File: config.mk
export PLATFORM = sky130hd
export DESIGN_NAME = sof_trim_ctrl
export DESIGN_NICKNAME = d
export VERILOG_FILES = /design/src/rtl/sof_trim_pkg.sv /design/src/rtl/sof_interval_counter.sv /design/src/rtl/sof_error_classifier.sv /design/src/rtl/sof_trim_stepper.sv /design/src/rtl/sof_trim_ctrl.sv
export SDC_FILE = /design/constraint.sdc
export NUM_CORES = 1
export LEC_CHECK = 0
export BUFFER_PORTS_ARGS = -buffer_cell sky130_fd_sc_hd__buf_2
export CAP_MARGIN = 15
export CORE_ASPECT_RATIO = 0.9
export CORE_UTILIZATION = 59
export CTS_BUF_LIST = sky130_fd_sc_hd__clkbuf_8
export DETAILED_ROUTE_END_ITERATION = 7
export PLACE_DENSITY = 0.78
export SYNTH_ARGS = -nofsm -noshare
export SYNTH_HDL_FRONTEND = slang
export SYNTH_SLANG_ARGS = --single-unit
export TNS_END_PERCENT = 1
File: constraint.sdc
create_clock -name clk -period 6.4 [get_ports clk]
set_input_delay 1.28 -clock clk [delete_from_list [all_inputs] [get_ports clk]]
set_output_delay 1.28 -clock clk [all_outputs]
set_load 0.05 [all_outputs]
File: src/rtl/sof_trim_pkg.sv
package sof_trim_pkg;
  typedef enum logic [2:0] {
    CLS_IDLE,
    CLS_INSIDE,
    CLS_FAST,
    CLS_SLOW,
    CLS_DROP
  } interval_cls_e;
endpackage

File: src/rtl/sof_interval_counter.sv
module sof_interval_counter #(
  parameter int NOM_COUNT = 48000,
  parameter int CW        = $clog2(2*NOM_COUNT+2)
) (
  input  logic          clk,
  input  logic          rst,
  input  logic          en,
  input  logic          sof,
  output logic          meas_valid,
  output logic          meas_over,
  output logic [CW-1:0] meas_len
);
  localparam logic [CW-1:0] CAP = CW'(2*NOM_COUNT);

  logic [CW-1:0] cnt_q;
  logic          armed_q;

  always_ff @(posedge clk) begin
    if (rst || !en) begin
      cnt_q   <= '0;
      armed_q <= 1'b0;
    end else if (sof) begin
      cnt_q   <= '0;
      armed_q <= 1'b1;
    end else if (cnt_q != CAP) begin
      cnt_q <= cnt_q + CW'(1);
    end
  end

  // the edge sampling sof is itself one of the counted edges
  assign meas_len   = cnt_q + CW'(1);
  assign meas_over  = (cnt_q == CAP);
  assign meas_valid = en && sof && armed_q;
endmodule

File: src/rtl/sof_error_classifier.sv
module sof_error_classifier
  import sof_trim_pkg::*;
#(
  parameter int NOM_COUNT = 48000,
  parameter int TOL_COUNT = 120,
  parameter int CW        = $clog2(2*NOM_COUNT+2)
) (
  input  logic          meas_valid,
  input  logic          meas_over,
  input  logic [CW-1:0] meas_len,
  output interval_cls_e cls
);
  localparam logic [CW-1:0] HI_LIM = CW'(NOM_COUNT + TOL_COUNT);
  localparam logic [CW-1:0] LO_LIM = CW'(NOM_COUNT - TOL_COUNT);

  always_comb begin
    if (!meas_valid)            cls = CLS_IDLE;
    else if (meas_over)         cls = CLS_DROP;
    else if (meas_len > HI_LIM) cls = CLS_FAST;
    else if (meas_len < LO_LIM) cls = CLS_SLOW;
    else                        cls = CLS_INSIDE;
  end
endmodule

File: src/rtl/sof_trim_stepper.sv
module sof_trim_stepper
  import sof_trim_pkg::*;
#(
  parameter int TRIM_W      = 6,
  parameter int TRIM_CENTER = 2**(TRIM_W-1)
) (
  input  logic              clk,
  input  logic              rst,
  input  logic              en,
  input  interval_cls_e     cls,
  output logic [TRIM_W-1:0] trim,
  output logic              locked
);
  localparam logic [TRIM_W-1:0] CODE_MAX = '1;
  localparam logic [TRIM_W-1:0] CODE_MIN = '0;
  localparam logic [TRIM_W-1:0] CODE_MID = TRIM_W'(TRIM_CENTER);

  always_ff @(posedge clk) begin
    if (rst || !en) begin
      trim   <= CODE_MID;
      locked <= 1'b0;
    end else begin
      case (cls)
        CLS_INSIDE: locked <= 1'b1;
        CLS_FAST: begin
          locked <= 1'b0;
          if (trim != CODE_MIN) trim <= trim - TRIM_W'(1);
        end
        CLS_SLOW: begin
          locked <= 1'b0;
          if (trim != CODE_MAX) trim <= trim + TRIM_W'(1);
        end
        default: ;
      endcase
    end
  end
endmodule

File: src/rtl/sof_trim_ctrl.sv
module sof_trim_ctrl
  import sof_trim_pkg::*;
#(
  parameter int NOM_COUNT   = 48000,
  parameter int TOL_COUNT   = 120,
  parameter int TRIM_W      = 6,
  parameter int TRIM_CENTER = 2**(TRIM_W-1)
) (
  input  logic              clk,
  input  logic              rst,
  input  logic              en,
  input  logic              sof,
  output logic [TRIM_W-1:0] trim,
  output logic              locked
);
  localparam int CW = $clog2(2*NOM_COUNT+2);

  logic          meas_valid;
  logic          meas_over;
  logic [CW-1:0] meas_len;
  interval_cls_e cls;

  sof_interval_counter #(.NOM_COUNT(NOM_COUNT), .CW(CW)) u_cnt (
    .clk(clk), .rst(rst), .en(en), .sof(sof),
    .meas_valid(meas_valid), .meas_over(meas_over), .meas_len(meas_len)
  );

  sof_error_classifier #(.NOM_COUNT(NOM_COUNT), .TOL_COUNT(TOL_COUNT), .CW(CW)) u_cls (
    .meas_valid(meas_valid), .meas_over(meas_over), .meas_len(meas_len), .cls(cls)
  );

  sof_trim_stepper #(.TRIM_W(TRIM_W), .TRIM_CENTER(TRIM_CENTER)) u_step (
    .clk(clk), .rst(rst), .en(en), .cls(cls), .trim(trim), .locked(locked)
  );
endmodule

======== After elaboration in Yosys (flattened, before gate mapping) ========
Cells that the tools add are included.
storage, ports and cells
  input port bits ......................... 4
  flip-flop bits (word level) ............. 25
  latch bits .............................. 0
  ROM bits ................................ 0
  word-level logic and storage cells ...... 35
  memories kept ........................... 0
  RAM bits ................................ 0
  output and inout bits ................... 7
operators by class
  bitwise operators ....................... 0
  reductions and logical operators ........ 10
  $mul .................................... 0
  multiplexer cells ....................... 8
  add/subtract/negate cells ............... 3
  equal/unequal tests ..................... 8
  divide/modulo/power cells ............... 0
  order comparisons ....................... 2
  shift operators ......................... 0
operator list
  kind                   number
  $add 17x1->17 const B  1
  $eq 17x17->1 const B   1
  $gt 17x16->1 const B   1
  $lt 17x16->1 const B   1
  $ne 17x17->1 const B   1
  $mux 6                 2
  $pmux 6 s2             1
  $mux 3                 3
  $add 6x1->6 const B    1
  $eq 3x2->1 const B     2
  $ne 6x6->1 const B     1
  $reduce_bool 6->1      1
  $sub 6x1->6 const B    1
  $ne 2x1->1 const B     2
  $reduce_bool 2->1      2
  $reduce_or 2->1        2
  $eq 3x1->1 const B     1
  $reduce_and 3->1       1
  $logic_and 1x1->1      2
  $mux 2                 1
  $pmux 1 s2             1
  $logic_not 1->1        1
  $logic_or 1x1->1       1

======== Longest topological paths before layout ========
  word-level depth ........................ 9
  gate-level depth with buffers ........... 16
  gate-level depth less buffers ........... 15

======== Modules after synthesis ========
Synthesis repeated with hierarchy kept, for this count alone.
unflattened totals
  cells, all modules ...................... 168
  area, all modules ....................... 1569.0 µm²
by module, submodules not included
  module                times used  cells an instance  area each (µm²)
  sof_interval_counter  1           100                945.9
  sof_trim_stepper      1           54                 505.5
  sof_error_classifier  1           14                 117.6

======== Least setup slack after synthesis ========
Ideal clock, no wire load.
  path kind ............................... flip-flop to flip-flop
  from .................................... reg u_cnt.cnt_q[1]
  to ...................................... reg u_step.trim[5]
  stages on the path, launching flop included .. 16
  setup slack ............................. 2.920 ns
  data arrival time ....................... 3.408 ns
  library setup time ...................... 0.072 ns
  cell sequence ........................... dfxtp_1 ha_1 nand4_1 or4_4 a21oi_2 nand2b_1 or2_1 nand3_1 ha_1 a21o_1 a21oi_1 nor2b_1 o21a_1 a311o_1 a21boi_1 mux2i_1
on the way
  longest elaborated chain between the ends .. 9
RTL lines
  element                                                           line                        RTL
  start: declaration                                                sof_interval_counter.sv:15  logic [CW-1:0] cnt_q;
  start signal: assignment                                          sof_interval_counter.sv:26  cnt_q <= cnt_q + CW'(1);
  $add 17x1->17                                                     sof_interval_counter.sv:31  assign meas_len = cnt_q + CW'(1);
  $lt 17x16->1                                                      sof_error_classifier.sv:20  else if (meas_len < LO_LIM) cls = CLS_SLOW;
  $mux 2                                                            sof_error_classifier.sv:20
  $mux 3                                                            sof_error_classifier.sv:19  else if (meas_len > HI_LIM) cls = CLS_FAST;
  $mux 3 *                                                          sof_error_classifier.sv:18  else if (meas_over) cls = CLS_DROP;
  $mux 3 *                                                          sof_error_classifier.sv:17  if (!meas_valid) cls = CLS_IDLE;
  $eq 3x2->1                                                        sof_trim_stepper.sv:23      case (cls)
  $ne 2x1->1 (no line) / $reduce_bool 2->1 (equally long branches)  -
  $reduce_and 3->1 (no line)                                        -
  end signal: assignment                                            sof_trim_stepper.sv:27      if (trim != CODE_MIN) trim <= trim - TRIM_W'(1);
  end signal: assignment                                            sof_trim_stepper.sv:31      if (trim != CODE_MAX) trim <= trim + TRIM_W'(1);
  end: declaration                                                  sof_trim_stepper.sv:11      output logic [TRIM_W-1:0] trim,
Mark *: on every way between the ends. The rest lies on a longest branch, timed or not.
A chain may end at the register's enable or synchronous reset.

======== Final worst setup path ========
Same ends and word-level chain as after synthesis.

==> impl_metrics.csv <==
group,metric,value,unit
synth,async_flop_share,0,%
clock_tree,cts_sinks,25,
worst_hold_path,hp-class,"flop to flop",
global_routing,grt_max_degree,16,
die,die_x,60.0,µm
detailed_routing,drtAntennaViolNets,0,
cells_and_area,fin_nets,222,
pwr,p_switching,57.2,µW
synth,synth_cell_types,60,
placement,dp.cells,245,
clock_tree,path_clk_slew,0.08,ns
clock_tree,cts_setup_buffers,0,
timing,min_period,4.38,ns
timing,slew_headroom,57.6,%
run_status,status,"complete, no violations",
pwr,switching_share,21.8,%
global_routing,grt_pass1_vias,1255,
timing,rsz0062_at_grt,"no",
global_routing,grt_pass1_wl,6000,µm
clock_tree,cts_tree,"yes",
clock_tree,max-clock-path-buffers,2,
setup_path,r2r_start,"u_cnt.cnt_q[1]$_SDFFE_PP0N_",
setup_path,end_kind,"flop",
synth,yosys.area.top_type,"dfxtp_1",
cells_and_area,area_growth,2.94,%
pwr,p_comb_share,5.2,%
pwr,irDropWorstVdd,0.000133,V
pwr,power,262,µW
detailed_routing,drt_iter0_drc,81,
detailed_routing,via_count,1499,
clock_tree,cts-root-buf,"clkbuf_8",
detailed_routing,totalWireLength,3630,µm
placement,place.gp.congestion,0.865,
pwr,intPower,205,µW
synth,synth_top_area_share,28.0,%
setup_path,r2r_setup_slack,2.02,ns
synth,syn_nets,222,
global_routing,antenna_found_initial,0,
synth,synth_edf_count,0,
clock_tree,ctsHoldBuffers,0,
setup_path,worst-r2r-cell-count,15,
timing,period_share,68.5,%
timing,setup_viol,0,
clock_tree,numCtsBuffers,3,
detailed_routing,drt-vias-per-instance,6.02,
detailed_routing,wl_per_cell,14.6,µm
pwr,seq_power_share,60.3,%
die,pin_count,11,
global_routing,grt_usage,25.6,%
setup_path,r2r-end,"u_step.trim[5]$_SDFFE_PP1P_",
timing,worst_pin_slew,0.630,ns
setup_path,crit_required,6.60,ns
cells_and_area,antenna_cells,0,
die,rows,18,
timing,skew,0.00572,ns
detailed_routing,first_pass_iters,4,
global_routing,overflow,0,
die,die_area,3250,µm²
clock_tree,ctsResizeCount,0,
pwr,p_leak,0.621,nW
timing,finalMaxSlewViolations,0,
synth,yosysWarnings,0,
synth,netlist_area,1790,µm²
pwr,power_density,143,nW/µm²
synth,netlist_top_cells_count,"nor2_1, dfxtp_1, nand2_1, nand3_1, xnor2_1",
worst_hold_path,hold_path.startpoint,"u_step.locked$_SDFFE_PP0P_",
placement,dp_hpwl,2730,µm
timing,fmax,0.228,GHz
setup_path,cp-start-kind,"flop",
synth,yosysSeqAreaShare,28.0,%
clock_tree,cts.htree.levels,1,
synth,ys_ff_latch,25,
placement,pre_cts_slack,2.08,ns
setup_path,cp.arrival,4.59,ns
timing,final.setup.tns,0,ns
timing,setup_slack,2.02,ns
synth,synth_ff_type,"dfxtp_1",
cells_and_area,drive_gt1_share,14.4,%
clock_tree,clock_latency,0.27,ns
synth,synthTopCellsByArea,"dfxtp_1, nor2_1, xnor2_1",
cells_and_area,final_cells,249,
job,cap_violations,0,
placement,io_buffers,10,
die,fp.coreArea,2820,µm²
detailed_routing,drc_errors,0,
setup_path,crit_type,"flop to flop",
die,initial_core_util,63.4,%
synth,syn_area_per_cell,8.50,µm²
pwr,clockPowerShare,34.6,%
worst_hold_path,whs_path_depth,2,
setup_path,crit_fanout,15,
die,fp.dieH,54.2,µm
synth,yosysMostFrequentCell,"nor2_1",
synth,netlist_instances,210,
worst_hold_path,hold_end,"u_step.locked$_SDFFE_PP0P_",
timing,hold_violations,0,
==> worst max-delay path, cell delays in order (launching register included) <==
cell,delay [ns]
dfxtp_1,0.52
ha_1,0.53
nand4_1,0.38
nor3_1,0.47
xnor2_1,0.23
o21a_1,0.19
or2_1,0.14
nand3_1,0.20
ha_1,0.34
a21o_1,0.18
a21oi_1,0.22
nor2b_1,0.07
o21a_1,0.18
a311o_1,0.31
a21boi_1,0.15
mux2i_1,0.19
==> flip-flops by register name, summed over array words and instances (netlist names) <==
register,count
u_cnt.cnt_q,17
u_step.trim,6
u_cnt.armed_q,1
u_step.locked,1
==> stage by stage <==
step	cell area, µm²	utilization (%)	hold WS [ns]
2_1_floorplan	1790	-	0.438
3_3_place_gp	1790	63.7	0.443
3_5_place_dp	1790	63.7	0.448
4_1_cts	1840	65.3	0.467
5_1_grt	1840	65.3	0.491
6_report	1840	65.3	0.462
==> metal layers <==
metal | up-vias | GRT usage [%] | part of all wire, %
met3 | 5 | 5.05 | 5.7
met1 | 689 | 36.5 | 49
li1 | 759 | - | -
met4 | 0 | 9.69 | 1.3
met2 | 46 | 37.8 | 44
met5 | - | 0 | 0
==> cell families after synthesis <==
| logic type | after synthesis | share of synthesized area (%) |
|---|---|---|
| xor+xnor | 18 | 8.83 |
| compound gates | 39 | 16.9 |
| mux | 5 | 2.80 |
| fa+ha+maj | 8 | 6.03 |
| flops | 25 | 28.0 |
| simple gates | 94 | 31.0 |
| buf+inv | 21 | 6.45 |
==> cells in the final DEF, fill, tap and decap left out, drive strengths merged, types with 2 or more instances in the layout <==
cell type,count
nor2,28
dfxtp,25
nor2b,4
a22o,2
a21o,2
nand2,11
o21a,2
clkbuf,3
ha,7
a311oi,2
nand4,6
a211oi,2
and4,2
xnor2,11
o31a,2
o31ai,2
and3,2
inv,7
nor3,3
nor4b,2
xor2,7
nor4,7
nand3,12
mux2i,5
buf,10
a21oi,11
nand2b,3
or2,5
o21ai,3
==> power by group through the flow <==
stage,logic [mW],clock network (mW),registers (mW)
global placement,0.0130,0,0.161
global route,0.0149,0.101,0.158
floorplan,0.0103,0,0.162
finish,0.0135,0.0906,0.158
CTS,0.0137,0.0941,0.158
detailed placement,0.0136,0,0.162
==> layout make-up <==
cell class | count | area [µm²]
Clock buffer | 3 | 41.3
Clock inverter | 1 | 3.75
Sequential cell | 25 | 500
Multi-Input combinational cell | 164 | 1170
Fill cell | 246 | 977
Timing Repair Buffer | 10 | 50.0
Tap cell | 40 | 50.0
Inverter | 6 | 22.5
==> worst max-delay path by stage <==
stage	from	end	slack [ns]	cells past startpoint
floorplan	u_cnt.cnt_q[1]$_SDFFE_PP0N_	u_step.trim[5]$_SDFFE_PP1P_	2.92	15
global placement	u_cnt.cnt_q[1]$_SDFFE_PP0N_	u_step.trim[5]$_SDFFE_PP1P_	2.26	15
detailed placement	u_cnt.cnt_q[1]$_SDFFE_PP0N_	u_step.trim[5]$_SDFFE_PP1P_	2.08	15
CTS	u_cnt.cnt_q[1]$_SDFFE_PP0N_	u_step.trim[5]$_SDFFE_PP1P_	2.02	15
global route	u_cnt.cnt_q[1]$_SDFFE_PP0N_	u_step.trim[5]$_SDFFE_PP1P_	1.61	15
finish	u_cnt.cnt_q[1]$_SDFFE_PP0N_	u_step.trim[5]$_SDFFE_PP1P_	2.02	15
Note: power is estimated with default switching activity, not from simulation.
